`config.mk`:
```
export PLATFORM = sky130hd
export DESIGN_NAME = itimer_array
export DESIGN_NICKNAME = d
export VERILOG_FILES = /design/src/rtl/itimer_pkg.sv /design/src/rtl/itimer_rst_sync.sv /design/src/rtl/itimer_decode.sv /design/src/rtl/itimer_core.sv /design/src/rtl/itimer_array.sv
export SDC_FILE = /design/constraint.sdc
export NUM_CORES = 1
export LEC_CHECK = 0
export BUFFER_PORTS_ARGS = -buffer_cell sky130_fd_sc_hd__buf_2
export CORE_MARGIN = 2
export CORE_UTILIZATION = 50
export CTS_CLUSTER_DIAMETER = 80
export DETAILED_ROUTE_END_ITERATION = 10
export GPL_TIMING_DRIVEN = 0
export PLACE_DENSITY = 0.7
export SLEW_MARGIN = 15
export SYNTH_ARGS = -nofsm -noshare
export SYNTH_HDL_FRONTEND = slang
export SYNTH_SLANG_ARGS = --single-unit
export TNS_END_PERCENT = 5
```
`constraint.sdc`:
```
create_clock -name clk -period 6.4 [get_ports clk]
set_clock_uncertainty 0.05 [all_clocks]
set_input_delay 0.32 -clock clk [delete_from_list [all_inputs] [get_ports clk]]
set_output_delay 0.32 -clock clk [all_outputs]
set_load 0.01 [all_outputs]
```
`src/rtl/itimer_pkg.sv`:
```
package itimer_pkg;
  localparam int DATA_W    = 32;
  localparam int VAL_W     = 21;
  localparam int VAL_LSB   = 10;
  localparam int FLAG_BIT  = 31;
  localparam int CPU_REGS  = 4;
  localparam int MST_REGS  = 5;

  localparam logic [2:0] OFS_LIM = 3'd0;
  localparam logic [2:0] OFS_CNT = 3'd1;
  localparam logic [2:0] OFS_LNC = 3'd2;
  localparam logic [2:0] OFS_CTL = 3'd3;
  localparam logic [2:0] OFS_RSV = 3'd3;
  localparam logic [2:0] OFS_CFG = 3'd4;

  localparam logic [DATA_W-1:0] CPU_LIM_RST_WORD = 32'h009C_4000;
  localparam logic [VAL_W-1:0]  CPU_LIM_RST      = CPU_LIM_RST_WORD[FLAG_BIT-1:VAL_LSB];

  function automatic logic [DATA_W-1:0] pack_word(input logic flag, input logic [VAL_W-1:0] v);
    return {flag, v, {VAL_LSB{1'b0}}};
  endfunction

  function automatic logic [VAL_W-1:0] unpack_val(input logic [DATA_W-1:0] w);
    return w[FLAG_BIT-1:VAL_LSB];
  endfunction
endpackage

```
`src/rtl/itimer_rst_sync.sv`:
```
module itimer_rst_sync (
  input  logic clk,
  input  logic rst_n,
  output logic srst_n
);
  logic [1:0] sync_q;

  always_ff @(posedge clk or negedge rst_n) begin
    if (!rst_n) sync_q <= 2'b00;
    else        sync_q <= {sync_q[0], 1'b1};
  end

  assign srst_n = sync_q[1];
endmodule

```
`src/rtl/itimer_decode.sv`:
```
module itimer_decode #(
  parameter int N_CPU       = 4,
  parameter int BANK_STRIDE = 4,
  parameter int AW          = 6
) (
  input  logic             en,
  input  logic [AW-1:0]    addr,
  output logic [N_CPU-1:0] cpu_hit,
  output logic             mst_hit,
  output logic [2:0]       ofs
);
  import itimer_pkg::*;

  localparam int SW    = $clog2(BANK_STRIDE);
  localparam int BW    = AW - SW;
  localparam int MBASE = N_CPU * BANK_STRIDE;

  logic [BW-1:0] bank;
  logic [SW-1:0] low;
  logic [AW-1:0] mofs;
  logic          low_ok;

  assign bank   = addr[AW-1:SW];
  assign low    = addr[SW-1:0];
  assign mofs   = addr - AW'(MBASE);
  assign low_ok = 32'(low) < 32'(CPU_REGS);

  for (genvar i = 0; i < N_CPU; i++) begin : g_hit
    assign cpu_hit[i] = en && low_ok && (bank == BW'(i));
  end

  assign mst_hit = en && (addr >= AW'(MBASE)) && (32'(mofs) < 32'(MST_REGS));

  always_comb begin
    if (mst_hit) ofs = mofs[2:0];
    else         ofs = 3'(low);
  end
endmodule

```
`src/rtl/itimer_core.sv`:
```
module itimer_core #(
  parameter int              CW      = 21,
  parameter logic [CW-1:0]   LIM_RST = '0
) (
  input  logic          clk,
  input  logic          rst_n,
  input  logic          tick_i,
  input  logic          lim_ld_i,
  input  logic          lim_nc_i,
  input  logic          flag_clr_i,
  input  logic [CW-1:0] lim_val_i,
  output logic [CW-1:0] cnt_o,
  output logic [CW-1:0] lim_o,
  output logic          flag_o
);
  localparam logic [CW-1:0] ONE     = CW'(1);
  localparam logic [CW-1:0] MIN_LIM = CW'(2);

  logic [CW-1:0] cnt_q, cnt_nxt;
  logic [CW-1:0] lim_q, lim_nxt;
  logic          flag_q, flag_nxt;
  logic [CW:0]   inc;
  logic          wrap;

  assign inc = {1'b0, cnt_q} + {{CW{1'b0}}, 1'b1};

  always_comb begin
    cnt_nxt  = cnt_q;
    lim_nxt  = lim_q;
    flag_nxt = flag_q;
    wrap     = 1'b0;
    if (tick_i) begin
      if ((lim_q >= MIN_LIM) && (inc == {1'b0, lim_q})) begin
        cnt_nxt = ONE;
        wrap    = 1'b1;
      end else if (&cnt_q) begin
        cnt_nxt = ONE;
      end else begin
        cnt_nxt = inc[CW-1:0];
      end
    end
    if (flag_clr_i) flag_nxt = 1'b0;
    if (wrap)       flag_nxt = 1'b1;
    if (lim_nc_i)   lim_nxt  = lim_val_i;
    if (lim_ld_i) begin
      lim_nxt  = lim_val_i;
      cnt_nxt  = ONE;
      flag_nxt = 1'b0;
    end
  end

  always_ff @(posedge clk or negedge rst_n) begin
    if (!rst_n) begin
      cnt_q  <= ONE;
      lim_q  <= LIM_RST;
      flag_q <= 1'b0;
    end else begin
      cnt_q  <= cnt_nxt;
      lim_q  <= lim_nxt;
      flag_q <= flag_nxt;
    end
  end

  assign cnt_o  = cnt_q;
  assign lim_o  = lim_q;
  assign flag_o = flag_q;
endmodule

```
`src/rtl/itimer_array.sv`:
```
module itimer_array #(
  parameter int N_CPU       = 4,
  parameter int BANK_STRIDE = 4,
  parameter int AW          = 6
) (
  input  logic             clk,
  input  logic             rst_n,
  input  logic             tick_en,
  input  logic             bus_en,
  input  logic             bus_wr,
  input  logic [AW-1:0]    bus_addr,
  input  logic [31:0]      bus_wdata,
  output logic [31:0]      bus_rdata,
  output logic [N_CPU-1:0] irq_l14,
  output logic [N_CPU-1:0] irq_l10
);
  import itimer_pkg::*;

  logic             srst_n;
  logic [N_CPU-1:0] cpu_hit;
  logic             mst_hit;
  logic [2:0]       ofs;
  logic [VAL_W-1:0] wval;

  logic [VAL_W-1:0] cpu_cnt  [N_CPU];
  logic [VAL_W-1:0] cpu_lim  [N_CPU];
  logic [N_CPU-1:0] cpu_flag;
  logic [N_CPU-1:0] run_q, run_nxt;

  logic [VAL_W-1:0] mst_cnt, mst_lim;
  logic             mst_flag;
  logic             frz_q, frz_nxt;
  logic             mst_lim_ld, mst_lim_nc, mst_rd_clr, mst_cfg_wr;

  itimer_rst_sync u_rst (
    .clk    (clk),
    .rst_n  (rst_n),
    .srst_n (srst_n)
  );

  itimer_decode #(
    .N_CPU       (N_CPU),
    .BANK_STRIDE (BANK_STRIDE),
    .AW          (AW)
  ) u_dec (
    .en      (bus_en),
    .addr    (bus_addr),
    .cpu_hit (cpu_hit),
    .mst_hit (mst_hit),
    .ofs     (ofs)
  );

  assign wval = unpack_val(bus_wdata);

  for (genvar i = 0; i < N_CPU; i++) begin : g_cpu
    logic lim_ld, lim_nc, rd_clr, ctl_wr;

    assign lim_ld = cpu_hit[i] &&  bus_wr && (ofs == OFS_LIM);
    assign lim_nc = cpu_hit[i] &&  bus_wr && (ofs == OFS_LNC);
    assign rd_clr = cpu_hit[i] && !bus_wr && (ofs == OFS_LIM);
    assign ctl_wr = cpu_hit[i] &&  bus_wr && (ofs == OFS_CTL);

    always_comb begin
      run_nxt[i] = run_q[i];
      if (ctl_wr) run_nxt[i] = bus_wdata[0];
    end

    always_ff @(posedge clk or negedge srst_n) begin
      if (!srst_n) run_q[i] <= 1'b1;
      else         run_q[i] <= run_nxt[i];
    end

    itimer_core #(
      .CW      (VAL_W),
      .LIM_RST (CPU_LIM_RST)
    ) u_tmr (
      .clk        (clk),
      .rst_n      (srst_n),
      .tick_i     (tick_en && run_q[i]),
      .lim_ld_i   (lim_ld),
      .lim_nc_i   (lim_nc),
      .flag_clr_i (rd_clr),
      .lim_val_i  (wval),
      .cnt_o      (cpu_cnt[i]),
      .lim_o      (cpu_lim[i]),
      .flag_o     (cpu_flag[i])
    );
  end

  assign mst_lim_ld = mst_hit &&  bus_wr && (ofs == OFS_LIM);
  assign mst_lim_nc = mst_hit &&  bus_wr && (ofs == OFS_LNC);
  assign mst_rd_clr = mst_hit && !bus_wr && (ofs == OFS_LIM);
  assign mst_cfg_wr = mst_hit &&  bus_wr && (ofs == OFS_CFG);

  always_comb begin
    frz_nxt = frz_q;
    if (mst_cfg_wr) frz_nxt = bus_wdata[0];
  end

  always_ff @(posedge clk or negedge srst_n) begin
    if (!srst_n) frz_q <= 1'b0;
    else         frz_q <= frz_nxt;
  end

  itimer_core #(
    .CW      (VAL_W),
    .LIM_RST ('0)
  ) u_mst (
    .clk        (clk),
    .rst_n      (srst_n),
    .tick_i     (tick_en && !frz_q),
    .lim_ld_i   (mst_lim_ld),
    .lim_nc_i   (mst_lim_nc),
    .flag_clr_i (mst_rd_clr),
    .lim_val_i  (wval),
    .cnt_o      (mst_cnt),
    .lim_o      (mst_lim),
    .flag_o     (mst_flag)
  );

  always_comb begin
    bus_rdata = '0;
    for (int i = 0; i < N_CPU; i++) begin
      if (cpu_hit[i]) begin
        case (ofs)
          OFS_LIM: bus_rdata = pack_word(cpu_flag[i], cpu_lim[i]);
          OFS_CNT: bus_rdata = pack_word(cpu_flag[i], cpu_cnt[i]);
          OFS_CTL: bus_rdata = {31'b0, run_q[i]};
          default: bus_rdata = '0;
        endcase
      end
    end
    if (mst_hit) begin
      case (ofs)
        OFS_LIM: bus_rdata = pack_word(mst_flag, mst_lim);
        OFS_CNT: bus_rdata = pack_word(mst_flag, mst_cnt);
        OFS_CFG: bus_rdata = {31'b0, frz_q};
        default: bus_rdata = '0;
      endcase
    end
  end

  assign irq_l14 = cpu_flag;
  assign irq_l10 = {N_CPU{mst_flag}};
endmodule

```
== Word level (Yosys, flattened, before mapping) ==
Index checks and enable logic that the tools add are counted.

* Bits in latches: 0
* Output and inout bits: 40
* Memory bits (writable): 0
* Logic and storage cells: 182
* Bits in read-only memories: 0
* Bits in registers: 222
* Memories: 0
* Input bits: 43

* Magnitude comparators: 7
* Divide/modulo/power cells: 0
* Multiplexer cells: 66
* Add/sub/neg operators: 6
* Reductions and logical operators: 70
* Shift operators: 0
* Multiply operators: 0
* Bitwise gates (word level): 0
* Eq/ne operators: 12

{| class="wikitable"
|+ Operators by type and width
! kind !! number
|-
| $mux 21 || 30
|-
| $pmux 32 s3 || 5
|-
| $mux 32 || 5
|-
| $add 21x1->22 const B || 5
|-
| $eq 22x21->1 || 5
|-
| $ge 21x2->1 const B || 5
|-
| $reduce_and 21->1 || 5
|-
| $logic_and 1x1->1 || 46
|-
| $mux 1 || 25
|-
| $reduce_bool 2->1 || 10
|-
| $reduce_bool 3->1 || 5
|-
| $eq 4x2->1 const B || 2
|-
| $eq 3x2->1 const B || 2
|-
| $ge 6x5->1 const B || 1
|-
| $lt 6x3->1 const B || 1
|-
| $sub 6x5->6 const B || 1
|-
| $eq 4x1->1 const B || 1
|-
| $logic_not 4->1 || 1
|-
| $eq 3x1->1 const B || 1
|-
| $eq 3x3->1 const B || 1
|-
| $logic_not 3->1 || 1
|-
| $mux 3 || 1
|-
| $logic_not 1->1 || 2
|}

== Depth between registers and ports, before layout ==
* Depth in word-level cells: 11
* Gate-level depth with buffers: 12
* Mapped depth without buffers: 9

== Cells and area by module ==
From an unflattened synthesis, not the netlist that was laid out.

* Cells, all modules: 1,734
* Area, all modules: 16,580.9 µm²

{| class="wikitable"
|+ By module, submodules not included
! module !! seq. area each (µm²) !! cells an instance !! area each (µm²) !! times used
|-
| itimer_core (g_cpu[0].u_tmr ...) || 1,083.5 || 289 || 2,796.4 || 4
|-
| itimer_core (u_mst) || 1,077.3 || 289 || 2,790.2 || 1
|-
| itimer_array || 130.1 || 275 || 2,441.1 || 1
|-
| itimer_decode || 0.0 || 11 || 110.1 || 1
|-
| itimer_rst_sync || 50.0 || 3 || 53.8 || 1
|}

== Worst setup path after synthesis ==
No wires, ideal clock.

* Kind: reg2reg
* Start point: register g_cpu[3].u_tmr.cnt_q[0]
* End point: register g_cpu[3].u_tmr.cnt_q[11]
* Period minus slack after synthesis: 3,451 ps
* Slack: 2,949 ps
* Path buffers: 1
* Arrival time: 3,275 ps
* Library setup time: 126 ps
* Cell stages (with the launch flop): 11
* Data required time: 6,224 ps
* Cells stage by stage: dfstp_2 > ha_1 > nand4_4 > or3_4 > xnor2_2 > o2111ai_1 > or4_4 > a2111oi_4 > buf_4 > nor2_1 > a221o_1

* Longest elaborated chain between the ends: 6
* Elaborated cells between the ends (all ways): 8
* Those cells by class: 1 x add/sub; 1 x eq/ne; 4 x mux; 2 x reduce/logical

{| class="wikitable"
|+ RTL lines
! element !! line !! RTL
|-
| start: declaration || itimer_core.sv:19 || <nowiki>logic [CW-1:0] cnt_q, cnt_nxt;</nowiki>
|-
| start signal: assignment || itimer_core.sv:58 || <nowiki>cnt_q <= cnt_nxt;</nowiki>
|-
| $add 21x1->22 || itimer_core.sv:25 || <nowiki>assign inc = {1'b0, cnt_q} + {{CW{1'b0}}, 1'b1};</nowiki>
|-
| $eq 22x21->1 || itimer_core.sv:33 || <nowiki>if ((lim_q >= MIN_LIM) && (inc == {1'b0, lim_q})) begin</nowiki>
|-
| $logic_and 1x1->1 || itimer_core.sv:33 ||
|-
| $mux 21 * || itimer_core.sv:33 ||
|-
| $mux 21 * || itimer_core.sv:32 || <nowiki>if (tick_i) begin</nowiki>
|-
| $mux 21 * || itimer_core.sv:45 || <nowiki>if (lim_ld_i) begin</nowiki>
|}

Every way passes the cells marked *; elsewhere a longest branch is shown, timed or not. The select of a mux whose other input is x is not followed.
A chain may end at the register's enable or synchronous reset.

== Worst setup path in the final report ==
* Start point: register g_cpu[3].u_tmr.cnt_q[0]
* End point: register g_cpu[3].u_tmr.cnt_q[9]

Same word-level chain as after synthesis.

==> qor.yml <==
start_util: 0.5062
fp.dieH_um: 179.8
die_x_um: 179.8
setup-tns-final_ns: 0
synth_top_area_share: 0.3127
rrSetupSlack_ns: 2.48
grt_overflow: 0
ys_async_sr_fraction: 1.000
firstDrtPassIters: 6
numCtsBuffers: 27
io_buffers: 62
setup_ws_ns: 2.477
vias: 14810
cp.arrival_ns: 4.30
vias_per_cell: 6.610
final_cell_mix: "dfrtp_1 (192), nand2_1 (136), nor2_1 (114)"
fmax_mhz: 254.9
max-slew-margin-rel: 0.3397
clk_pin_slew_ns: 0.06
place_ws_ns: 2.509
setup_viol: 0
hp-class: "in -> async"
cts_sinks: 222
final_common_cell: "dfrtp_1"
gp_congestion: 1.023
synth_seq_cells: 222
wl_um: 53630
ys.warnings.count: 0
dpl.hpwl_um: 40500
worst_pin_slew_ns: 0.9815
clk_latency_ns: 0.55
synth_edf_count: 0
grtUsageTotal: 0.3233
rr_startpoint: "g_cpu[3].u_tmr.cnt_o[0]"
final_nets: 1873
grt_max_degree: 54
startpoint: "g_cpu[3].u_tmr.cnt_o[0]"
hold_viol_final: 0
status: "finished, final reports clean"
endpoint_kind: "flip-flop"
rsz0062_at_grt: "no"
ff2ff_path_depth: 10
routedWlPerCell_um: 23.93
ant_nets: 0
cts_buffer_depth: 3
syn_area_um2: 15440
grt_antenna_before_repair: 2
final-seq-area_um2: 5595
die_area_um2: 32310
cts_tree: "yes"
powerDensity_nw_per_um2: 254.0
grt_pass1_wl_um: 81840
synth_flop_cell: "dfrtp_1"
multi_input_area_um2: 9049
synth.avg_cell_area_um2: 8.980
ir_drop_mv: 0.2672
postSynthCellCount: 1720
rows: 64
cp-start-kind: "flip-flop"
p_leak_nw: 7.001
fin_crit_ns: 3.923
drv_cap: 0
core-area_um2: 30510
yosysSeqAreaShare: 0.3620
cp.required_ns: 6.78
synth_cell_types: 82
maxSlewViolCount: 0
crit_type: "reg -> reg"
drt_iter0_drc: 2019
crit_path_max_fanout: 10
r2r_end: "g_cpu[3].u_tmr.cnt_o[9]"
area_delta_synth_final_pct: 11.97
fill_cells: 2771
grt_pass1_vias: 13390
drive_above_1_share: 0.1730
period_share: 0.6130
htreeDepth: 1
num_io_pins: 83
drc: 0
power_w: 0.004392
netlist_top_cells_area: "dfrtp_1 (31%), mux2_2 (8.2%), xnor2_1 (6.2%)"
synth_area_leader_cell: "dfrtp_1"
cts-root-buf: "clkbuf_16"
## critical path: stages (launching register included)
cell and delay (ns):
dfstp_2 0.62, ha_1 0.36, nand4_4 0.18, nor4_1 0.49, o2bb2ai_1 0.17, o2111ai_1 0.13, or4_4 0.54, a2111oi_4 0.63
buf_4 0.31, nor2_1 0.07, a221o_1 0.26
## registers in the layout, summed over array words and instances, names as in the netlist
register            count
u_mst.lim_o            21
u_rst.sync_q            2
run_q                   4
frz_q                   1
u_mst.flag_o            1
u_mst.cnt_o            21
g_cpu.u_tmr.lim_o      84
g_cpu.u_tmr.cnt_o      84
g_cpu.u_tmr.flag_o      4
## logic make-up (layout without fill, tap and decap cells)
kind of cell	count (synthesis)	after routing	synth area share
AO/OA/AOI/OAI	380	380	0.1797
XOR/XNOR	153	153	0.08725
adder cells (fa/ha/maj)	6	6	0.004699
buffers and inverters	195	311	0.05484
flip-flops	222	222	0.3620
multiplexers	128	128	0.09211
other	2	11	0.0004862
AND/OR/NAND/NOR	634	634	0.2189
## worst max-delay path by stage
| stage | cells after the start | to |
|---|---|---|
| floorplan | 0 | frz_q |
| global placement | 0 | g_cpu[3].u_tmr.cnt_o[3] |
| detailed placement | 10 | g_cpu[3].u_tmr.cnt_o[19] |
| CTS | 10 | g_cpu[3].u_tmr.cnt_o[9] |
| global route | 10 | g_cpu[3].u_tmr.cnt_o[9] |
| finish | 10 | g_cpu[3].u_tmr.cnt_o[9] |
## cell type report
| class | instances | area share |
|---|---|---|
| Clock buffer | 36 | 0.04392 |
| Clock inverter | 12 | 0.006584 |
| Inverter | 25 | 0.005427 |
| Buffer | 170 | 0.04356 |
| Tap cell | 396 | 0.02865 |
| Antenna cell | 1 | 0.0001447 |
| Multi-Input combinational cell | 1311 | 0.5233 |
| Timing Repair Buffer | 68 | 0.02489 |
| Sequential cell | 222 | 0.3236 |
## report_power, final
part	switching [W]	internal (W)
clock	0.000619	0.000907
sequential	0.000245	0.00158
combinational	0.000561	0.000476
total	0.00142	0.00297
## Yosys cell counts, types with 17 or more instances
cell type and instances:
a21oi_1 40, a221o_1 17, a22oi_1 73, a31oi_1 40, and2_1 20, and3_1 34
and4_1 23, buf_1 23, buf_2 23, buf_4 19, clkbuf_1 103, dfrtp_1 193
dfstp_2 29, inv_1 25, mux2_2 113, nand2_1 136, nand3_1 90, nand4_1 57
nor2_1 114, nor3_1 28, nor4_1 54, o21ai_0 43, or3_1 17, xnor2_1 110
xor2_1 42
## repair_timing
action	in CTS	in global routing
hold buffers	1	0
resized for setup	0	0
buffers inserted	0	0
hold endpoints to repair	2	0
## per-stage QoR
stage / instance area [um2] / hold slack, ns / std cells / utilization
floorplan: 15480 / -0.02559 / 1728 / -
global placement: 16280 / 0.05491 / 2186 / 0.5337
detailed placement: 16410 / 0.05704 / 2191 / 0.5378
CTS: 17290 / 0.03575 / 2240 / 0.5667
global route: 17290 / 0.05584 / 2240 / 0.5667
finish: 17290 / 0.04199 / 2241 / 0.5668
## metal layers
metal,vias up,part of all wire,track usage
met5,-,0.00022,0
met4,2,0.050,0.1333
met3,123,0.088,0.04599
met2,778,0.42,0.4720
met1,7228,0.44,0.4804
li1,6681,-,-
Note: power is estimated with default switching activity, not from simulation.
